`src/rtl/wp_guard.sv`:
```
module wp_guard #(
  parameter int ADDR_W = 18
) (
  input  logic              clk,
  input  logic              rst_n,
  input  logic              wp_pin_n,
  input  logic              cmd_valid,
  input  logic [2:0]        cmd_class,
  input  logic [ADDR_W-1:0] cmd_addr,
  input  logic              wel,
  input  logic              sect_locked,
  input  logic              any_locked,
  input  logic [7:0]        sr_wdata,
  output logic              grant_vld,
  output logic              grant,
  output logic [7:0]        status
);
  localparam logic [2:0] CL_READ = 3'd0;
  localparam logic [2:0] CL_BULK = 3'd6;
  localparam logic [2:0] CL_STAT = 3'd7;
  localparam logic [7:0] STAT_MASK = 8'h8C;
  localparam logic [ADDR_W-1:0] BASE_HALF = ADDR_W'(1) << (ADDR_W - 1);
  localparam logic [ADDR_W-1:0] BASE_QTR  = ADDR_W'(3) << (ADDR_W - 2);

  logic [7:0]        stat_q;
  logic              pin_q;
  logic [1:0]        bp;
  logic              lock_bit;
  logic              frozen;
  logic              in_region;
  logic [ADDR_W-1:0] prot_base;
  logic              ok;

  assign bp       = stat_q[3:2];
  assign lock_bit = stat_q[7];
  assign frozen   = lock_bit & ~pin_q;
  assign status   = stat_q;

  always_comb begin
    case (bp)
      2'b01:   prot_base = BASE_QTR;
      2'b10:   prot_base = BASE_HALF;
      default: prot_base = '0;
    endcase
  end

  assign in_region = (bp != 2'b00) && (cmd_addr >= prot_base);

  always_comb begin
    case (cmd_class)
      CL_READ: ok = 1'b1;
      CL_BULK: ok = wel & (bp == 2'b00) & ~any_locked;
      CL_STAT: ok = wel & ~frozen;
      default: ok = wel & ~in_region & ~sect_locked;
    endcase
  end

  always_ff @(posedge clk or negedge rst_n) begin
    if (!rst_n) begin
      pin_q     <= 1'b0;
      stat_q    <= 8'h00;
      grant_vld <= 1'b0;
      grant     <= 1'b0;
    end else begin
      pin_q     <= wp_pin_n;
      grant_vld <= cmd_valid;
      grant     <= cmd_valid & ok;
      if (cmd_valid && cmd_class == CL_STAT && ok)
        stat_q <= sr_wdata & STAT_MASK;
    end
  end
endmodule

```
`config.mk`:
```
export PLATFORM = sky130hd
export DESIGN_NAME = wp_guard
export DESIGN_NICKNAME = d
export VERILOG_FILES = /design/src/rtl/wp_guard.sv
export SDC_FILE = /design/constraint.sdc
export NUM_CORES = 1
export LEC_CHECK = 0
export CAP_MARGIN = 30
export CORE_MARGIN = 2
export CORE_UTILIZATION = 25
export DETAILED_ROUTE_END_ITERATION = 10
export GPL_TIMING_DRIVEN = 1
export PLACE_DENSITY_LB_ADDON = 0.05
export SYNTH_ARGS = -nofsm -noshare
export SYNTH_HDL_FRONTEND = slang
export SYNTH_SLANG_ARGS = --single-unit
```
`constraint.sdc`:
```
create_clock -name clk -period 1.5 [get_ports clk]
set_input_delay 0.225 -clock clk [delete_from_list [all_inputs] [get_ports clk]]
set_output_delay 0.225 -clock clk [all_outputs]
set_load 0.005 [all_outputs]
```
==> summary.md, run 1 <==
The flow ran to the end, but the final reports show violations. The checks that failed: setup timing. The tools report the signal arrival time at the worst endpoint as 1.75 ns. In the routed design, unresolved DRC markers number 0.

Share of layout cells above drive strength 1: 26.4%. The area added between synthesis and finish came out at 115%. The final layout contains 133 nets. Based on the critical path, the design can be clocked at up to 615 MHz. By instance count, the cell type seen most on the critical path is sky130_fd_sc_hd__ha_4. Once placement completed, the tool counted placed cells totaling 111. The clock passes through at most 2 buffers. The global placement routability congestion is 0.666.

For this design, the slowest cell found on the critical path is sky130_fd_sc_hd__dfrtp_1. The number of antenna violations at the first check in global routing came out at 0. The run gives 450 µm² as the netlist area before placement. The setup path with the least slack is of type reg2reg. The wire length after detailed routing was 1.11 mm.

TritonCTS built the clock tree. Each instance of the synthesized netlist takes up on average 10.5 µm². The power density relative to cell area came out at 683 nW/µm². The sort of element at the start of the critical path is a flip-flop. The run gives 0 as the number of warning messages in the yosys log. In this run the standard cell core region covers 1710 µm². Routed wire length per instance: 9.59 µm. The initialized floorplan defines 15 standard-cell rows. The synthesized flop and latch total came out at 6. Before CTS, the worst setup slack after placement is -0.280 ns. The worst stage delay on the critical path is 0.33 ns, and the setup slack of the critical path after layout is -0.126 ns.

Yosys mapped the design onto 22 distinct sky130hd cell types. The die is 46.4 µm wide. The kind of path behind the tightest hold check was in2async.

The tools report the H-tree level count as 1. For this design the top-level I/O count stands at 46. Dividing the final minimum period by the clock period gives 108%.

With fillers left out, the area of the finished cells amounts to 970 µm². The run gives 0 as the final number of hold-violating endpoints. The net switching share of the total power works out to 25.5%. Static power due to leakage: 0.430 nW. The maximum number of pins on one net before global-route repair was 7.

The tools report the switching power as 168 µW. Total design power: 662 µW. Across the routed clock network, the largest skew measured is 0.000916 ns. The signal on the critical path passes through inv_1, ha_4, inv_2, ha_4, nor4b_4, nand4_1, a32o_1. The critical path data required time is 1.62 ns, and the wire length of the first global-routing pass is 1.62 mm. For the cell count after synthesis, the log shows 43.

The worst vdd rail ir drop came out at 0.372 mV. Hold is met by 0.230 ns. The logs give 877 µm² for the area of placed instances and 49.3% for the combinational group share of total power. For this run, the share of the core covered by cells in the final layout is 56.8%. The total overflow left after global routing is 0. Via count of the first global-routing pass: 425. The final antenna diode count is 0. The count of final max-slew check failures is 0, and the maximum fanout encountered on the critical timing path is 2. In this design, the largest share of critical-path delay is due to adder cells. The internal portion of the total power is 494 µW. The number of setup violations in the final report was 1; the final period demand of the worst path was 1.63 ns. Category of the worst setup path capture point: a flip-flop.

The tool flagged a number of max-cap violations equal to 0. Starting density of the core: 26.4%. Buffers inserted during clock tree synthesis total 3. The portion of the post-synthesis area used by sequential elements is 33.3%, and the total via count in the routed design is 507. Setup repair after global routing could not meet its margin everywhere. The clock network burns 21.8% of the power. The half-perimeter wire length after detailed placement was 942 µm. Sequential cells account for 28.9% of the total power.

The full die area is 2160 µm². The library cells used most frequently in the layout, excluding fill and tap cells, are sky130_fd_sc_hd__clkdlybuf4s50_1, sky130_fd_sc_hd__buf_4, sky130_fd_sc_hd__dfrtp_1. Dividing the detail-routed via count by the number of cells gives 4.37. In this run the tool buffered the top-level ports with 35 buffer cells. The clock-pin slew on the worst setup and hold paths came out at 0.04 ns. The library cell used as clock root buffer was sky130_fd_sc_hd__clkbuf_4. Global routing used 10.8% of the available tracks. The detailed router finished its first iteration with 13 violations. For this run, the detailed router's first-pass iteration total came to 4. The later pin in the worst-skew pair is clocked with a latency of 0.24 ns. For the post-detailed-route count of antenna-violating nets, the log shows 0.

For the clock sink total, the log shows 6. Leaving out filler cells and counting taps, the final layout contains 116. Adding up every negative setup slack in the final design gives -0.126 ns. The die height works out to 46.4 µm.

The buffers plus inverters on the worst setup path works out to 2. The library cell used most frequently in the layout, excluding fill and tap cells, is sky130_fd_sc_hd__clkdlybuf4s50_1.
## final cells by class
class                      instances  area, µm²
fill                             159        738
timing repair buffer              46        439
multi-input combinational         31        308
sequential                         6        150
tap                               25       31.3
clock buffer                       3       22.5
inverter                           5       18.8
## cells in the mapped netlist (all sizes together)
cell	number	area, µm²
a22oi	1	7.51
nor4bb	1	10.0
or4	1	11.3
nor2b	1	6.26
conb	1	3.75
nand2	1	3.75
o32a	1	10.0
nor2	2	7.51
o21ai	1	5.00
dfrtp	6	150
nand4	3	18.8
nor4	1	6.26
a31oi	1	6.26
mux2	3	33.8
ha	4	50.1
a21oi	1	5.00
a32o	1	10.0
inv	5	18.8
nor3	1	10.0
buf	5	37.5
nor4b	2	38.8
## per-layer routing
metal / track usage, % / part of all wire, % / vias up
met5: 0 / 0 / -
met4: 3.43 / 0 / 0
met3: 5.10 / 11 / 0
met2: 16.7 / 48 / 27
met1: 13.1 / 41 / 233
li1: - / - / 247
## registers in the layout, summed over array words and instances, names as in the netlist
name       flops
status         3
grant          1
grant_vld      1
pin_q          1
## final timing paths
path	depth (start not counted)	slack (ns)	start	to
setup / recovery	7	-0.13	status[2]	grant
hold reg to reg	1	0.50	status[7]	status[7]
hold / removal	1	0.23	rst_n	status[7]
setup reg to reg	7	-0.13	status[2]	grant
min in group clk	1	0.43	wp_pin_n	pin_q
max in group asynchronous	1	1.05	rst_n	status[2]
## power groups by stage
| stage | logic, mW | registers [mW] | clock network, mW |
|---|---|---|---|
| floorplan | 0.0897 | 0.197 | 0 |
| global route | 0.360 | 0.194 | 0.162 |
| CTS | 0.316 | 0.192 | 0.156 |
| global placement | 0.276 | 0.193 | 0 |
| detailed placement | 0.275 | 0.193 | 0 |
| finish | 0.326 | 0.191 | 0.144 |
## repair_timing
item                                   in CTS  in global routing
gates resized for setup                     6                  5
pin swaps                                   4                  6
setup endpoints to repair                   1                  4
endpoints found under the hold margin       0                  0
buffers inserted                            1                  1
hold buffers                                0                  0
## cells by family after synthesis
| kind of cell | Yosys count | share of synthesized area (%) |
|---|---|---|
| compound gates | 6 | 9.72 |
| fa+ha+maj | 4 | 11.1 |
| buf+inv | 10 | 12.5 |
| flops | 6 | 33.3 |
| mux | 3 | 7.50 |
| other cells | 1 | 0.833 |
| simple gates | 13 | 25.0 |
(Power assumes the default switching activity.)
==> run 2, diff against run 1 <==
Settings changed: CTS_BUF_LIST set to sky130_fd_sc_hd__clkbuf_16.
==> run 2 against run 1 <==
The run still ends with setup timing left. Clock power grew to 3.0 times the previous value. Critical path depth did not move. Critical path type unchanged. Fmax fell by 0.53%. Largest cell class unchanged. Power up 42%. Worst hold slack gained 0.017 ns.
==> summary.md, run 2 (synthesized netlist as in run 1, its figures left out) <==
For the clock insertion delay at the later pin of the skew report, the log shows 0.23 ns (was 0.24 ns). Final-stage net count: 131 (was 133). The flip-flop count of the largest register, all copies and words added is 3 (unchanged).

The full die area was 2160 µm² (unchanged); the clock-pin slew on the worst setup and hold paths was 0.03 ns (was 0.04 ns). For the post-route setup TNS, the log shows -0.134 ns (was -0.126 ns). The number of rows in the core area came out at 15 (unchanged). Worst vdd rail ir drop: 0.592 mV (was 0.372 mV).

For the final non-filler cell total, the log shows 114 (was 116). The worst stage delay on the critical path came out at 0.35 ns (was 0.33 ns). The number of cells on the worst reg-to-reg path is 7 (unchanged), and the count of final max-slew check failures is 0 (unchanged). The number of setup violations in the final report is 1 (unchanged), and the number of buffers added by the clock tree synthesis step is 3 (unchanged). The area added between synthesis and finish works out to 122% (was 115%).

Setup slack of the critical path after layout: -0.134 ns (was -0.126 ns). Signal arrival time at the worst endpoint: 1.74 ns (was 1.75 ns). The leading cell type in the layout, fill and taps excluded is sky130_fd_sc_hd__clkdlybuf4s50_1 (unchanged). The final non-filler cell area is 1000 µm² (was 970 µm²), and the worst clock skew is 0.00204 ns (was 0.000916 ns). The number of antenna violations at the first check in global routing was 0 (unchanged); the maximum fanout encountered on the critical timing path was 2 (unchanged). The run gives 562 µm (was 537 µm) as the detailed route wirelength on metal2. The half-perimeter wire length after detailed placement is 942 µm (unchanged). Critical setup path kind: reg2reg (unchanged). The core occupancy in the finished layout was 58.6% (was 56.8%).

TritonCTS built the clock tree. The kind of path behind the tightest hold check is in2async (unchanged). The tools report the wire length of the first global-routing pass as 1.76 mm (was 1.62 mm). Highest-count cells in the layout ignoring fill and taps: sky130_fd_sc_hd__clkdlybuf4s50_1, sky130_fd_sc_hd__buf_4, sky130_fd_sc_hd__dfrtp_1 (unchanged). The total via count in the routed design is 497 (was 507).

The tools report the clock sink total as 6 (unchanged). The H-tree level count was 1 (unchanged); the via count of the first global-routing pass was 466 (was 425). Power density relative to cell area: 936 nW/µm² (was 683 nW/µm²). The routed wire length per instance came out at 10.2 µm (was 9.59 µm). The number of instances in the placed design was 111 (unchanged); the aggregate global routing overflow was 0 (unchanged). For the static power due to leakage, the log shows 0.424 nW (was 0.430 nW). The logs give 46 (unchanged) for the top-level I/O count and 26.4% (unchanged) for the starting density of the core.

The logs give 452 µm (unchanged) for the met1 layer wirelength in the final routing and 0 (unchanged) for the final number of hold-violating endpoints. The first-pass detailed-route iteration total came out at 4 (unchanged). The slowest stage cell on the critical path was sky130_fd_sc_hd__dfrtp_1 (unchanged). Core box area: 1710 µm² (unchanged). Worst path cell trace: inv_2, ha_4, inv_2, ha_4, nor4b_4, nand4_1, a32o_1 (was inv_1, ha_4, inv_2, ha_4, nor4b_4, nand4_1, a32o_1).

The maximum root-to-sink buffer count is 2 (unchanged), and the count of input and output buffers is 35 (unchanged). The final period demand of the worst path was 1.63 ns (about the same). The final clock period utilization by the worst path is 109% (was 108%).

The hold buffer count at cts came out at 0 (unchanged). The tools report the global placement routability congestion as 0.666 (unchanged). The DRC violation total after the first TritonRoute iteration is 7 (was 13). The tools report the post-detailed-route count of antenna-violating nets as 0 (unchanged). The via-per-instance ratio is 4.36 (was 4.37). Failing checks: setup timing (unchanged).

The total track usage was 12.0% (was 10.8%); the highest achievable clock rate was 612 MHz (was 615 MHz). Worst hold margin: 0.246 ns (was 0.230 ns). The tools report the sort of element at the start of the critical path as a flip-flop (unchanged). The flow ran to the end, but the final reports show violations. The wire length after detailed routing was 1.16 mm (was 1.11 mm). The amount of wire on met3 after detailed routing came out at 144 µm (was 123 µm).

Setup repair after global routing could not meet its margin everywhere. Horizontal extent of the die: 46.4 µm (unchanged). The die height is 46.4 µm (unchanged). The run gives 0 (unchanged) as the max-capacitance violation count. Maximum number of pins on one net before global-route repair: 7 (unchanged).

For the final antenna diode count, the log shows 0 (unchanged). Library cell used as clock root buffer: sky130_fd_sc_hd__clkbuf_16 (was sky130_fd_sc_hd__clkbuf_4). The tools report the category of the worst setup path capture point as a flip-flop (unchanged).

The share of layout cells above drive strength 1 is 24.7% (was 26.4%). The critical path data required time is 1.61 ns (was 1.62 ns). The highest metal layer used by the detailed router is met3 (unchanged).

The tools report the detailed-route DRC error count as 0 (unchanged). The run gives 877 µm² (unchanged) as the area of placed instances.
-- run 2: cell types whose count changed in the layout (fill, tap and decap cells not counted) --
cell | previous run | this run
sky130_fd_sc_hd__clkdlybuf4s50_1 | 31 | 32
sky130_fd_sc_hd__clkbuf_4 | 3 | 0
sky130_fd_sc_hd__dlygate4sd2_1 | 1 | 2
sky130_fd_sc_hd__clkbuf_16 | 0 | 3
sky130_fd_sc_hd__buf_4 | 11 | 9
sky130_fd_sc_hd__dlymetal6s2s_1 | 3 | 1
-- run 2: layout make-up --
cell class / instances / area [µm²]
Clock buffer: 3 / 75.1
Fill cell: 157 / 707
Inverter: 5 / 18.8
Multi-Input combinational cell: 31 / 308
Sequential cell: 6 / 150
Tap cell: 25 / 31.3
Timing Repair Buffer: 44 / 418
-- run 2: layer usage --
layer / vias up / global-route usage (%)
li1: 241 / -
met1: 227 / 12.9
met2: 29 / 19.4
met3: 0 / 5.49
met4: 0 / 6.29
met5: - / 0
-- run 2: critical path: cells and delay by family (launching register included) --
kind            cells  cell delay (ns)
fa+ha+maj           2             0.51
flops               1             0.35
simple gates        2             0.30
compound gates      1             0.26
buf+inv             2             0.10
-- run 2: through the flow --
step / total power [mW] / setup WS, ns
after global placement: 0.469 / -0.262
after CTS: 0.942 / -0.176
final: 0.937 / -0.134
after floorplan: 0.287 / -0.111
after detailed placement: 0.468 / -0.280
after global routing: 0.992 / -0.222
-- run 2: what timing repair did --
action                                 in CTS  in global routing
setup buffers                               0                  0
pin swaps                                   4                  5
setup endpoints to repair                   4                  4
cloned                                      0                  0
gates resized for setup                     7                  3
endpoints found under the hold margin       0                  0
-- run 2: worst paths after layout --
kind	startpoint	to	slack, ns
max reg2reg	status[3]	grant	-0.13
min	rst_n	pin_q	0.25
min in group clk	wp_pin_n	pin_q	0.45
min reg2reg	status[7]	status[7]	0.50
max	status[3]	grant	-0.13
max in group asynchronous	rst_n	status[2]	1.03
-- run 2: power by group --
| part | leakage (nW) | switching [mW] | total [mW] | internal [mW] |
|---|---|---|---|---|
| logic | 0.312 | 0.104 | 0.316 | 0.212 |
| clock network | 0.0370 | 0.0869 | 0.429 | 0.342 |
| registers | 0.0756 | 0.00958 | 0.192 | 0.182 |
| total | 0.424 | 0.200 | 0.937 | 0.737 |
==> run 3, diff against run 2 <==
Settings changed: CORE_UTILIZATION 25 to 30.
Clock period 1.5 ns to 2.1 ns, I/O delays scaled along.
==> run 3 against run 2 <==
The run now ends clean. First-iteration DRC count shrank 57%. Clock skew shrank 0.0019 ns. Worst setup slack gained 0.50 ns. Utilization grew 6.0 points. Clock power shrank 30%. Sequential power shrank 27%. Non-clock buffer count shrank 9. Via count shrank 7.2%. Power shrank 36%. Critical endpoint is now status[3].
==> summary.md, run 3 (synthesized netlist as in run 1, its figures left out) <==
The flow ran to the end, and the final reports show no timing, DRC or antenna violations. The critical setup path kind was in2reg (was reg2reg). The share of layout cells above drive strength 1 works out to 8.75% (was 24.7%). The run gives 481 µW (was 737 µW) as the internal cell power. The clock-pin slew on the worst setup and hold paths is 0.03 ns (about the same), and the horizontal extent of the die is 42.8 µm (was 46.4 µm). The final clock period utilization by the worst path was 82.4%. The leading cell type in the layout, fill and taps excluded is sky130_fd_sc_hd__clkdlybuf4s50_1 (unchanged). Global-route track usage on met2: 22.1% (was 19.4%). The logs give 1830 µm² (was 2160 µm²) for the full die area and 13 (was 15) for the number of rows in the core area. Maximum root-to-sink buffer count: 2 (unchanged).

Number of cells on the worst reg-to-reg path: 7 (unchanged). The aggregate global routing overflow came out at 0 (unchanged). The logs give 0 (was 7) for the number of instances resized during post-cts repair and 33.4% (was 26.4%) for the starting density of the core. For the global routing met1 resource utilization, the log shows 11.7% (was 12.9%). The buffers plus inverters on the worst setup path is 1 (was 2), and the clock insertion delay at the later pin of the skew report is 0.22 ns (was 0.23 ns). The count of input and output buffers was 35 (unchanged). The logs give 3 (unchanged) for the number of buffers added by the clock tree synthesis step and 0.38 ns (was -0.13 ns) for the setup slack of the worst register-to-register path. The total via count in the routed design was 461 (was 497); the core occupancy in the finished layout was 64.6% (was 58.6%). The logs give 12.3% (was 12.0%) for the total track usage and 0.364 nW (was 0.424 nW) for the static power due to leakage. Launch point of the worst reg-to-reg path: status[2] (was status[3]). Hold buffer count at cts: 0 (unchanged). The clock sink total came out at 6 (unchanged). The DRC violation total after the first TritonRoute iteration is 3 (was 7), and the detailed-route DRC error count is 0 (unchanged). The final-stage net count is 122 (was 131), and the half-perimeter wire length after detailed placement is 895 µm (was 942 µm).

Wire length of the first global-routing pass: 1.66 mm (was 1.76 mm). The setup fix buffers added after clock tree synthesis is 0 (unchanged). Highest-count cells in the layout ignoring fill and taps: sky130_fd_sc_hd__clkdlybuf4s50_1, sky130_fd_sc_hd__dfrtp_1, sky130_fd_sc_hd__inv_1, sky130_fd_sc_hd__conb_1, sky130_fd_sc_hd__ha_1 (was sky130_fd_sc_hd__clkdlybuf4s50_1, sky130_fd_sc_hd__buf_4, sky130_fd_sc_hd__dfrtp_1). TritonCTS built the clock tree. The run gives 0.370 ns (was -0.134 ns) as the setup slack of the critical path after layout. The global placement routability congestion came out at 0.609 (was 0.666). Top-level I/O count: 46 (unchanged). Worst path cell trace: clkdlybuf4s50_1, o32a_1, nor2_1, mux2_1 (was inv_2, ha_4, inv_2, ha_4, nor4b_4, nand4_1, a32o_1).

The worst clock skew was 0.000111 ns (was 0.00204 ns). The first-pass detailed-route iteration total is 2 (was 4), and the die height is 42.8 µm (was 46.4 µm). The run gives 0 (unchanged) as the final antenna diode count.

Share of power burned in the clock network: 50.5% (was 45.8%). Based on the critical path, the design can be clocked at up to 578 MHz. Via count of the first global-routing pass: 453 (was 466). The tools report the signal arrival time at the worst endpoint as 1.83 ns (was 1.74 ns). Post-detailed-route count of antenna-violating nets: 0 (unchanged). Kind of path behind the tightest hold check: in2async (unchanged). For the post-route setup TNS, the log shows 0 ns (was -0.134 ns). The kind of cell adding the most delay to the critical path is buffers and inverters (was adder cells).

Wire length after detailed routing: 1.01 mm (was 1.16 mm). The area added between synthesis and finish was 93.6% (was 122%); the core box area was 1350 µm² (was 1710 µm²). The run gives 0 (unchanged) as the max-capacitance violation count. The routed wire length per instance works out to 10.6 µm (was 10.2 µm). The tools report the end of the worst register-to-register path as grant (unchanged).

The flip-flop and latch area is 150 µm² (unchanged), and the maximum number of pins on one net before global-route repair is 7 (unchanged). The power density relative to cell area was 687 nW/µm² (was 936 nW/µm²). H-tree level count: 1 (unchanged).

The worst setup slack before clock tree synthesis is 0.125 ns (was -0.280 ns). The sort of element at the start of the critical path is an input pin (was a flip-flop). The busiest metal layer after global routing was met2 (unchanged).

The tools report the number of antenna violations at the first check in global routing as 0 (unchanged). The library cell used as clock root buffer is sky130_fd_sc_hd__clkbuf_16 (unchanged). The number of setup violations in the final report is 0 (was 1), and the final number of hold-violating endpoints is 0 (unchanged). The critical path data required time was 2.20 ns (was 1.61 ns).

The category of the worst setup path capture point is a flip-flop (unchanged). The run gives 26.2% (was 33.7%) as the combinational group share of total power. The via-per-instance ratio was 4.85 (was 4.36); the total of fill cells in the finished design was 119 (was 157). Setup repair after global routing left no endpoint under its margin. The flip-flop count of the largest register, all copies and words added is 3 (unchanged), and the total design power is 599 µW (was 937 µW).

The tools report the multi-input logic area as 259 µm² (was 308 µm²). Switching power: 118 µW (was 200 µW). The worst stage delay on the critical path was 0.50 ns (was 0.35 ns). The net switching share of the total power was 19.6% (was 21.4%). Maximum fanout encountered on the critical timing path: 6 (was 2). The routing usage on met3 was 4.26% (was 5.49%); the power share of the sequential group was 23.3% (was 20.5%).

The slowest stage cell on the critical path was sky130_fd_sc_hd__clkdlybuf4s50_1 (was sky130_fd_sc_hd__dfrtp_1). The final period demand of the worst path works out to 1.73 ns. The count of final max-slew check failures is 0 (unchanged), and the worst vdd rail ir drop is 0.384 mV (was 0.592 mV).
[run 3: how the worst max path moves through the flow]
stage,to,slack [ns],cells past startpoint,start
floorplan,grant,0.47,7,status[2]
global placement,status[3],0.13,4,cmd_class[1]
detailed placement,status[3],0.13,4,cmd_class[1]
CTS,grant,0.35,7,status[3]
global route,grant,0.23,7,status[2]
finish,status[3],0.37,4,cmd_class[1]
[run 3: metal layers]
layer / routed length (µm) / vias to the layer above
met4: 0 / 0
met1: 396 / 210
met2: 527 / 26
li1: - / 225
met5: 0 / -
met3: 86 / 0
[run 3: power by group through the flow]
| stage | clock (mW) | sequential, mW | combinational (mW) |
|---|---|---|---|
| finish | 0.302 | 0.140 | 0.157 |
| global route | 0.324 | 0.142 | 0.176 |
| CTS | 0.312 | 0.140 | 0.160 |
| detailed placement | 0 | 0.141 | 0.159 |
| global placement | 0 | 0.141 | 0.157 |
| floorplan | 0 | 0.141 | 0.0639 |
[run 3: per-stage QoR]
stage / instance area [µm²] / cells / hold slack (ns)
final: 872 / 95 / 0.331
after global routing: 872 / 95 / 0.350
after CTS: 872 / 95 / 0.337
after detailed placement: 797 / 92 / 0.494
after global placement: 797 / 92 / 0.485
after floorplan: 465 / 47 / 0.0194
[run 3: area by class of cell]
class	count	share of cell area, %
Tap cell	15	2.15
Clock buffer	3	8.61
Sequential cell	6	17.2
Multi-Input combinational cell	31	29.7
Timing Repair Buffer	35	40.2
Inverter	5	2.15
